--- src/rtl/txscan_pkg.sv ---
package txscan_pkg;

    localparam int REG_W        = 16;
    localparam int CHAR_W       = 8;
    localparam int CSR_CLR_BIT  = 0;
    localparam int CSR_SCAN_BIT = 1;
    localparam int CSR_TIE_BIT  = 2;
    localparam int CSR_LINE_LSB = 8;
    localparam int CSR_RDY_BIT  = 15;

    typedef enum logic [1:0] {
        ADDR_CSR  = 2'd0,
        ADDR_MASK = 2'd1,
        ADDR_TDR  = 2'd2,
        ADDR_NONE = 2'd3
    } reg_addr_e;

    typedef struct packed {
        logic scan_en;
        logic tx_ie;
    } ctrl_t;

    function automatic int line_w(input int n);
        return (n > 1) ? $clog2(n) : 1;
    endfunction

endpackage

--- src/rtl/txscan_scanner.sv ---
module txscan_scanner
    import txscan_pkg::*;
#(
    parameter int NUM_LINES = 4,
    localparam int LW = line_w(NUM_LINES)
) (
    input  logic                 clk,
    input  logic                 rst,
    input  logic                 scan_en,
    input  logic [NUM_LINES-1:0] enable_mask,
    input  logic [NUM_LINES-1:0] line_busy,
    input  logic                 tdr_wr,
    output logic                 ready,
    output logic [LW-1:0]        cur_line,
    output logic [NUM_LINES-1:0] load_vec
);

    logic [LW-1:0] nxt_line;
    logic          eligible;

    assign nxt_line = (cur_line == LW'(NUM_LINES - 1)) ? '0 : cur_line + 1'b1;
    assign eligible = enable_mask[cur_line] && !line_busy[cur_line];

    always_ff @(posedge clk) begin
        if (rst) begin
            ready    <= 1'b0;
            cur_line <= '0;
        end else if (!scan_en) begin
            ready <= 1'b0;
        end else if (ready) begin
            // leave the line when served or when its enable is withdrawn
            if (tdr_wr || !enable_mask[cur_line]) begin
                ready    <= 1'b0;
                cur_line <= nxt_line;
            end
        end else if (eligible) begin
            ready <= 1'b1;
        end else begin
            cur_line <= nxt_line;
        end
    end

    for (genvar i = 0; i < NUM_LINES; i++) begin : g_load
        assign load_vec[i] = ready && tdr_wr && (cur_line == LW'(i));
    end

endmodule

--- src/rtl/txscan_lines.sv ---
module txscan_lines
    import txscan_pkg::*;
#(
    parameter int NUM_LINES   = 4,
    parameter int BUSY_CYCLES = 8,
    localparam int CW = $clog2(BUSY_CYCLES + 1)
) (
    input  logic                        clk,
    input  logic                        rst,
    input  logic [NUM_LINES-1:0]        load_vec,
    input  logic [CHAR_W-1:0]           load_char,
    output logic [NUM_LINES*CHAR_W-1:0] line_char,
    output logic [NUM_LINES-1:0]        line_busy
);

    for (genvar i = 0; i < NUM_LINES; i++) begin : g_line
        logic [CW-1:0]     busy_cnt;
        logic [CHAR_W-1:0] hold_q;

        always_ff @(posedge clk) begin
            if (rst) begin
                busy_cnt <= '0;
                hold_q   <= '0;
            end else if (load_vec[i]) begin
                busy_cnt <= CW'(BUSY_CYCLES);
                hold_q   <= load_char;
            end else if (busy_cnt != '0) begin
                busy_cnt <= busy_cnt - 1'b1;
            end
        end

        assign line_busy[i]                  = (busy_cnt != '0);
        assign line_char[i*CHAR_W +: CHAR_W] = hold_q;
    end

endmodule

--- src/rtl/txscan_mux.sv ---
module txscan_mux
    import txscan_pkg::*;
#(
    parameter int NUM_LINES   = 4,
    parameter int BUSY_CYCLES = 8,
    parameter int CLR_CYCLES  = 4
) (
    input  logic                        clk,
    input  logic                        rst,
    input  logic                        wr_en,
    input  logic [1:0]                  addr,
    input  logic [REG_W-1:0]            wr_data,
    output logic [REG_W-1:0]            rd_data,
    output logic                        irq,
    output logic [NUM_LINES*CHAR_W-1:0] ln_char,
    output logic [NUM_LINES-1:0]        ln_busy
);

    localparam int LW  = line_w(NUM_LINES);
    localparam int CCW = $clog2(CLR_CYCLES + 1);

    logic [CCW-1:0]       clr_cnt;
    logic                 clearing;
    logic                 int_rst;
    ctrl_t                ctrl_q;
    logic [NUM_LINES-1:0] mask_q;
    logic                 scan_rdy;
    logic [LW-1:0]        scan_line;
    logic [NUM_LINES-1:0] load_vec;
    logic                 csr_wr;
    logic                 mask_wr;
    logic                 tdr_wr;

    assign clearing = (clr_cnt != '0);
    assign int_rst  = rst || clearing;
    assign csr_wr   = wr_en && !clearing && (reg_addr_e'(addr) == ADDR_CSR);
    assign mask_wr  = wr_en && !clearing && (reg_addr_e'(addr) == ADDR_MASK);
    assign tdr_wr   = wr_en && !clearing && (reg_addr_e'(addr) == ADDR_TDR);

    always_ff @(posedge clk) begin
        if (rst) begin
            clr_cnt <= '0;
        end else if (csr_wr && wr_data[CSR_CLR_BIT]) begin
            clr_cnt <= CCW'(CLR_CYCLES);
        end else if (clearing) begin
            clr_cnt <= clr_cnt - 1'b1;
        end
    end

    always_ff @(posedge clk) begin
        if (int_rst) begin
            ctrl_q <= '0;
            mask_q <= '0;
        end else begin
            if (csr_wr && !wr_data[CSR_CLR_BIT]) begin
                ctrl_q.scan_en <= wr_data[CSR_SCAN_BIT];
                ctrl_q.tx_ie   <= wr_data[CSR_TIE_BIT];
            end
            if (mask_wr) begin
                mask_q <= wr_data[NUM_LINES-1:0];
            end
        end
    end

    txscan_scanner #(.NUM_LINES(NUM_LINES)) u_scan (
        .clk         (clk),
        .rst         (int_rst),
        .scan_en     (ctrl_q.scan_en),
        .enable_mask (mask_q),
        .line_busy   (ln_busy),
        .tdr_wr      (tdr_wr),
        .ready       (scan_rdy),
        .cur_line    (scan_line),
        .load_vec    (load_vec)
    );

    txscan_lines #(.NUM_LINES(NUM_LINES), .BUSY_CYCLES(BUSY_CYCLES)) u_lines (
        .clk       (clk),
        .rst       (int_rst),
        .load_vec  (load_vec),
        .load_char (wr_data[CHAR_W-1:0]),
        .line_char (ln_char),
        .line_busy (ln_busy)
    );

    always_comb begin
        rd_data = '0;
        unique case (reg_addr_e'(addr))
            ADDR_CSR: begin
                rd_data[CSR_CLR_BIT]               = clearing;
                rd_data[CSR_SCAN_BIT]              = ctrl_q.scan_en;
                rd_data[CSR_TIE_BIT]               = ctrl_q.tx_ie;
                rd_data[CSR_RDY_BIT]               = scan_rdy;
                rd_data[CSR_LINE_LSB +: LW]        = scan_line;
            end
            ADDR_MASK: rd_data[NUM_LINES-1:0] = mask_q;
            default:   rd_data = '0;
        endcase
    end

    assign irq = scan_rdy && ctrl_q.tx_ie;

endmodule

--- config.mk ---
export PLATFORM = sky130hd
export DESIGN_NAME = txscan_mux
export DESIGN_NICKNAME = d
export VERILOG_FILES = /design/src/rtl/txscan_pkg.sv /design/src/rtl/txscan_scanner.sv /design/src/rtl/txscan_lines.sv /design/src/rtl/txscan_mux.sv
export SDC_FILE = /design/constraint.sdc
export NUM_CORES = 1
export LEC_CHECK = 0
export BUFFER_PORTS_ARGS = -buffer_cell sky130_fd_sc_hd__buf_2
export CAP_MARGIN = 20
export CORE_MARGIN = 2
export CORE_UTILIZATION = 55
export CTS_BUF_LIST = sky130_fd_sc_hd__clkbuf_4
export CTS_CLUSTER_SIZE = 16
export DETAILED_ROUTE_END_ITERATION = 10
export GPL_TIMING_DRIVEN = 0
export PLACE_DENSITY_LB_ADDON = 0.15
export SYNTH_ARGS = -nofsm -noshare
export SYNTH_HDL_FRONTEND = slang
export SYNTH_SLANG_ARGS = --single-unit
--- constraint.sdc ---
create_clock -name clk -period 5 [get_ports clk]
set_input_delay 0.5 -clock clk [delete_from_list [all_inputs] [get_ports clk]]
set_output_delay 0.5 -clock clk [all_outputs]
set_load 0.005 [all_outputs]
# Word-level counts from Yosys, hierarchy flattened
# Index checks and enable logic that the tools add are counted.
dict set report word_totals {
  ff_bits 60
  in_bits 21
  output_inout_bits 53
  word_cells 97
}
dict set report classes {
  addsub 6
  n_lt_le_gt_ge 1
  n_eq_ne 7
  n_mux 25
  n_bitwise 1
  n_reduce_logical 38
}
# operator count
set ops {}
lappend ops {{4-bit two-way mux} 8}
lappend ops {{4-bit nonzero test} 4}
lappend ops {{4-bit by 1-bit subtractor with 4-bit output, second input constant} 4}
lappend ops {{1-bit logical AND} 13}
lappend ops {{2-bit OR reduction} 6}
lappend ops {{2-bit two-way mux} 5}
lappend ops {{2-bit nonzero test} 5}
lappend ops {{1-bit two-way mux} 7}
lappend ops {{2-bit equality test, second input constant} 3}
lappend ops {{3-bit two-way mux} 2}
lappend ops {{3-bit case mux with 2 select lines} 1}
lappend ops {{1-bit binary-select mux with 2-bit select} 2}
lappend ops {{2-bit by 1-bit equality test with 1-bit output, second input constant} 2}
lappend ops {{1-bit logical NOT} 4}
lappend ops {{2-bit logical NOT} 2}
lappend ops {{2-bit by 3-bit less-than comparator with 1-bit output, second input constant} 1}
lappend ops {{3-bit AND reduction} 1}
lappend ops {{3-bit nonzero test} 1}
lappend ops {{3-bit by 1-bit subtractor with 3-bit output, second input constant} 1}
lappend ops {{2-bit by 1-bit adder with 2-bit output, second input constant} 1}
lappend ops {{1-bit logical OR} 2}
lappend ops {{2-bit by 1-bit != test with 1-bit output, second input constant} 1}
lappend ops {{2-bit != test, second input constant} 1}
lappend ops {{1-bit NOT} 1}

# Logic depth before layout (Yosys ltp)
dict set report logic_depth {
  word_depth 7
  mapped_depth 10
}

# Modules after synthesis
# A second synthesis with hierarchy kept.
dict set report unflattened {
  hier_cells 296
  hier_area_um2 2862.7
}
# module instances cells_each area_each_um2 seq_area_each_um2
set by_module_without_submodules {}
lappend by_module_without_submodules {txscan_lines 1 193 1944.4 960.9}
lappend by_module_without_submodules {txscan_mux 1 71 606.8 180.2}
lappend by_module_without_submodules {txscan_scanner 1 32 311.5 60.1}

# Least setup slack after synthesis
# No wires, ideal clock.
dict set report synth_path {
  path_kind {register to register}
  startpoint {register clr_cnt[0]}
  endpoint {register u_scan.cur_line[0]}
  setup_time_ps 120
  arrival_time_ps 1860
  path_slack_ps 3020
  path_stages_with_launch 10
  synth_period_minus_slack_ps 1980
  cell_sequence {dfxtp_1 inv_1 ha_1 ha_1 and3b_1 clkbuf_1 and2_1 buf_2 o41a_1 mux2i_1}
}
dict set report synth_via {
  elab_chain_cells 7
  elab_cells_between_ends 8
  classes_between {1 x eq/ne; 7 x reduce/logical}
}
# element line_no
set synth_rtl {}
lappend synth_rtl {{from (decl)} txscan_mux.sv:22} ;# logic [CCW-1:0] clr_cnt;
lappend synth_rtl {{from (signal assigned)} txscan_mux.sv:44} ;# clr_cnt <= CCW'(CLR_CYCLES);
lappend synth_rtl {{from (signal assigned)} txscan_mux.sv:46} ;# clr_cnt <= clr_cnt - 1'b1;
lappend synth_rtl {{3-bit nonzero test (*)} txscan_mux.sv:34} ;# assign clearing = (clr_cnt != '0);
lappend synth_rtl {{1-bit logical NOT} txscan_mux.sv:38} ;# assign tdr_wr = wr_en && !clearing && (reg_addr_e'(addr) == ADDR_TDR);
lappend synth_rtl {{1-bit logical AND (2 in a row)} txscan_mux.sv:38}
lappend synth_rtl {{1-bit logical OR} txscan_scanner.sv:32} ;# if (tdr_wr || !enable_mask[cur_line]) begin
lappend synth_rtl {{2-bit != test (no line)} n/a}
lappend synth_rtl {{3-bit AND reduction (no line)} n/a}
lappend synth_rtl {{to (signal assigned)} txscan_scanner.sv:34} ;# cur_line <= nxt_line;
lappend synth_rtl {{to (signal assigned)} txscan_scanner.sv:39} ;# cur_line <= nxt_line;
lappend synth_rtl {{to (decl)} txscan_scanner.sv:14} ;# output logic [LW-1:0] cur_line,
# Every way passes the cells marked *; elsewhere a longest branch is shown, timed or not.
# A chain may end at the register's enable or synchronous reset.

# Final worst setup path
dict set report layout_path {
  startpoint {register u_lines.g_line[2].busy_cnt[0]}
  endpoint {output ln_busy[2]}
}
dict set report layout_via {
  elab_chain_cells 1
}
# element line_no
set layout_rtl {}
lappend layout_rtl {{from (decl)} txscan_lines.sv:17} ;# logic [CW-1:0] busy_cnt;
lappend layout_rtl {{from (signal assigned)} txscan_lines.sv:25} ;# busy_cnt <= CW'(BUSY_CYCLES);
lappend layout_rtl {{from (signal assigned)} txscan_lines.sv:28} ;# busy_cnt <= busy_cnt - 1'b1;
lappend layout_rtl {{4-bit nonzero test} txscan_lines.sv:32} ;# assign line_busy[i] = (busy_cnt != '0);
lappend layout_rtl {{to (decl)} txscan_mux.sv:16} ;# output logic [NUM_LINES-1:0] ln_busy
# Every way passes these cells.

==> impl_metrics.env <==
export IMPL_n_fill_cell=422
export IMPL_layout_nets=415
export IMPL_grt_pass1_wl_um=9890
export IMPL_p_int_uw=853
export IMPL_arrival_ps=1960
export IMPL_async_reset_ff_share_pct=0
export IMPL_synth_edff_count=0
export IMPL_htreeDepth=3
export IMPL_synth_xor_area_share_pct=2.88
export IMPL_synthTopCellsByCount="dfxtp_1 (60), nor2_1 (38), mux2i_1 (28), nand2_1 (21), a21oi_1 (20)"
export IMPL_synth_compound_area_share_pct=6.62
export IMPL_r2r_end="u_lines.g_line[2].hold_q[3]"
export IMPL_fin_util_pct=69.7
export IMPL_worstHoldEndpoint="clr_cnt[2]"
export IMPL_start_util_pct=57.6
export IMPL_rrSetupSlack_ps=2640
export IMPL_num_rows=25
export IMPL_grt_use_met2_pct=39.6
export IMPL_synth_largest_area_cell="dfxtp_1"
export IMPL_cts_tree="done"
export IMPL_synth_top_family_by_area="simple AND/OR/NAND/NOR gates"
export IMPL_fin_crit_ps=2460
export IMPL_antenna_left=0
export IMPL_fin_hold_ws_ps=321
export IMPL_muxShareOfSynthArea_pct=11.1
export IMPL_cts_sinks=60
export IMPL_route_detailed_drc=0
export IMPL_rr_worst_depth=8
export IMPL_max_freq_ghz=0.406
export IMPL_synthFlopType="dfxtp_1"
export IMPL_vias=2290
export IMPL_setup_violations=0
export IMPL_clkTransAtPathRegs_ps=100
export IMPL_coreArea_mm2=0.00475
export IMPL_hp_class="input pin to flop"
export IMPL_synth_cell_type_count=34
export IMPL_setup_tns_ps=0
export IMPL_ys_warnings_count=0
export IMPL_drt_total_wl_um=6080
export IMPL_die_h_um=74.6
export IMPL_skew_ps=14.2
export IMPL_portBuffers=56
export IMPL_p_seq_share_pct=42.5
export IMPL_dr_first_iter_drc_count=116
export IMPL_vias_per_cell=5.08
export IMPL_syn2layout_area_growth_pct=21.0
export IMPL_worstMarginPinSlew_ps=746
export IMPL_min_from="rst"
export IMPL_post_synth_main_area_contributors="dfxtp_1 (44%), mux2i_1 (10%), ha_1 (6.8%)"
export IMPL_overflow=0
export IMPL_synth_simple_area_share_pct=21.3
export IMPL_grt_pass1_vias=2080
export IMPL_wl_per_cell_um=13.5
export IMPL_drive_gt1_share_pct=23.4
export IMPL_p_leak_nw=1.47
export IMPL_hold_viol=0
export IMPL_place_gp_congestion=0.783
export IMPL_power_density_mw_per_mm2=368
export IMPL_path_cells="inv_1, ha_1, nor3b_1, inv_1, buf_2"
export IMPL_syn_inst=304
export IMPL_diodes=0
export IMPL_ys_ff_latch=60
export IMPL_path_class="flop to output port"
export IMPL_ir_worst_vdd_mv=0.254
export IMPL_dr_pass1_iters=4
export IMPL_cts_hold_buffers=0
export IMPL_holdPathStages=2
export IMPL_root_buffer="clkbuf_4"
export IMPL_grtUsageTotal_pct=24.1
export IMPL_clock_tree_buffer_depth=2
export IMPL_final_max_slew_viol_count=0
export IMPL_netSwitchingPower_uw=366
export IMPL_post_synth_top_count_cell="dfxtp_1"
export IMPL_yosysSeqAreaShare_pct=43.8
export IMPL_start_kind="flop"
export IMPL_swShare_pct=30.0
export IMPL_run_status="completed"
export IMPL_post_dp_hpwl_um=4390
export IMPL_cts_inserted_buffers=9
export IMPL_slowest_delay_ps=630
export IMPL_pin_count=74
export IMPL_cts_setup_buffers=0
export IMPL_antenna_found_initial=0
export IMPL_slew_headroom_pct=50.2
export IMPL_critPathCaptureType="output port"
export IMPL_dieArea_mm2=0.00556
export IMPL_top_usage_layer="met2"
export IMPL_clock_latency_ps=410
export IMPL_period_share_pct=49.2
export IMPL_grt_setup_unrepaired="no"
export IMPL_grt_max_degree=12
export IMPL_slowest_stage="nor3b_1"
export IMPL_crit_top_cell="inv_1"
export IMPL_cts_resized=0
export IMPL_worstPathRequired_ps=4500
export IMPL_syn_area_mm2=0.00274
export IMPL_r2r_start="clr_cnt[0]"
export IMPL_comb_power_share_pct=21.8
export IMPL_synthAdderAreaFrac_pct=6.85
export IMPL_syn_area_per_cell_um2=9.01
export IMPL_cap_violations=0
export IMPL_clockPowerShare_pct=35.7
export IMPL_critPathMaxFanout=4
export IMPL_grt_use_met3_pct=7.05
export IMPL_synth_top_area_share_pct=43.8
export IMPL_use_met1_pct=30.3
export IMPL_die_w_um=74.6
-- cells by family after synthesis --
logic type	after synthesis
compound gates	29
simple gates	118
other cells	1
mux	29
xor+xnor	9
fa+ha+maj	15
buf+inv	43
flops	60
-- cells in the final DEF (no fill, tap or decap), types with 4 or more instances in the layout --
| master | instances |
|---|---|
| dfxtp_1 | 60 |
| a21oi_1 | 20 |
| nor2_1 | 38 |
| nor4_1 | 4 |
| ha_1 | 15 |
| buf_4 | 9 |
| mux2i_1 | 28 |
| or3_1 | 5 |
| nand2_1 | 21 |
| conb_1 | 9 |
| clkbuf_4 | 9 |
| nand3_1 | 16 |
| a211oi_1 | 5 |
| nor3_1 | 13 |
| clkbuf_1 | 12 |
| xnor2_1 | 7 |
| inv_1 | 17 |
| buf_2 | 60 |
-- power groups by stage --
stage	Sequential, mW	Combinational, mW	Clock [mW]
after detailed placement	0.528	0.266	0
after floorplan	0.525	0.192	0
after global placement	0.528	0.258	0
after CTS	0.518	0.268	0.440
final	0.518	0.266	0.435
after global routing	0.521	0.307	0.459
-- worst max-delay path, delay by kind of cell, from the launching register on --
| kind | cells | cell delay (ps) |
|---|---|---|
| AND/OR/NAND/NOR | 1 | 630 |
| buffers and inverters | 3 | 440 |
| flip-flops | 1 | 330 |
| adder cells (fa/ha/maj) | 1 | 170 |
-- per-stage QoR --
step	instance area, um^2	instances	setup WS [ps]	power, mW
6_report	3320	451	2540	1.22
5_1_grt	3320	451	2360	1.29
4_1_cts	3320	451	2520	1.23
3_5_place_dp	3130	435	2660	0.794
3_3_place_gp	3130	435	2700	0.786
2_1_floorplan	2770	312	3020	0.717
-- layout make-up --
cell class / instances / area [um^2] / area share [%]
buffer: 26 / 136 / 4.11
sequential: 60 / 1200 / 36.2
inverter: 17 / 63.8 / 1.92
clock inverter: 7 / 114 / 3.43
multi-input combinational: 209 / 1370 / 41.3
clock buffer: 9 / 67.6 / 2.04
tap: 67 / 83.8 / 2.53
timing repair buffer: 56 / 280 / 8.45
-- state kept, by name, indices dropped and copies added (netlist names) --
register                 count
clr_cnt                      3
ctrl_q                       2
mask_q                       4
u_lines.g_line.busy_cnt     16
u_lines.g_line.hold_q       32
u_scan.cur_line              2
u_scan.ready                 1
-- layer usage --
metal / wire length, um / share of wire, %
met5: 0 / 0
met4: 75 / 1.2
met3: 327 / 5.4
met2: 2950 / 49
met1: 2720 / 45
-- worst max path at each step --
stage / startpoint / end / depth (start not counted)
final: u_lines.g_line[2].busy_cnt[0] / ln_busy[2] / 5
after floorplan: clr_cnt[0] / u_scan.cur_line[0] / 9
after global routing: u_lines.g_line[2].busy_cnt[0] / ln_busy[2] / 5
after CTS: u_lines.g_line[2].busy_cnt[0] / ln_busy[2] / 5
after global placement: clr_cnt[0] / ctrl_q[0] / 8
after detailed placement: clr_cnt[0] / ctrl_q[0] / 8
(Power assumes the default switching activity.)
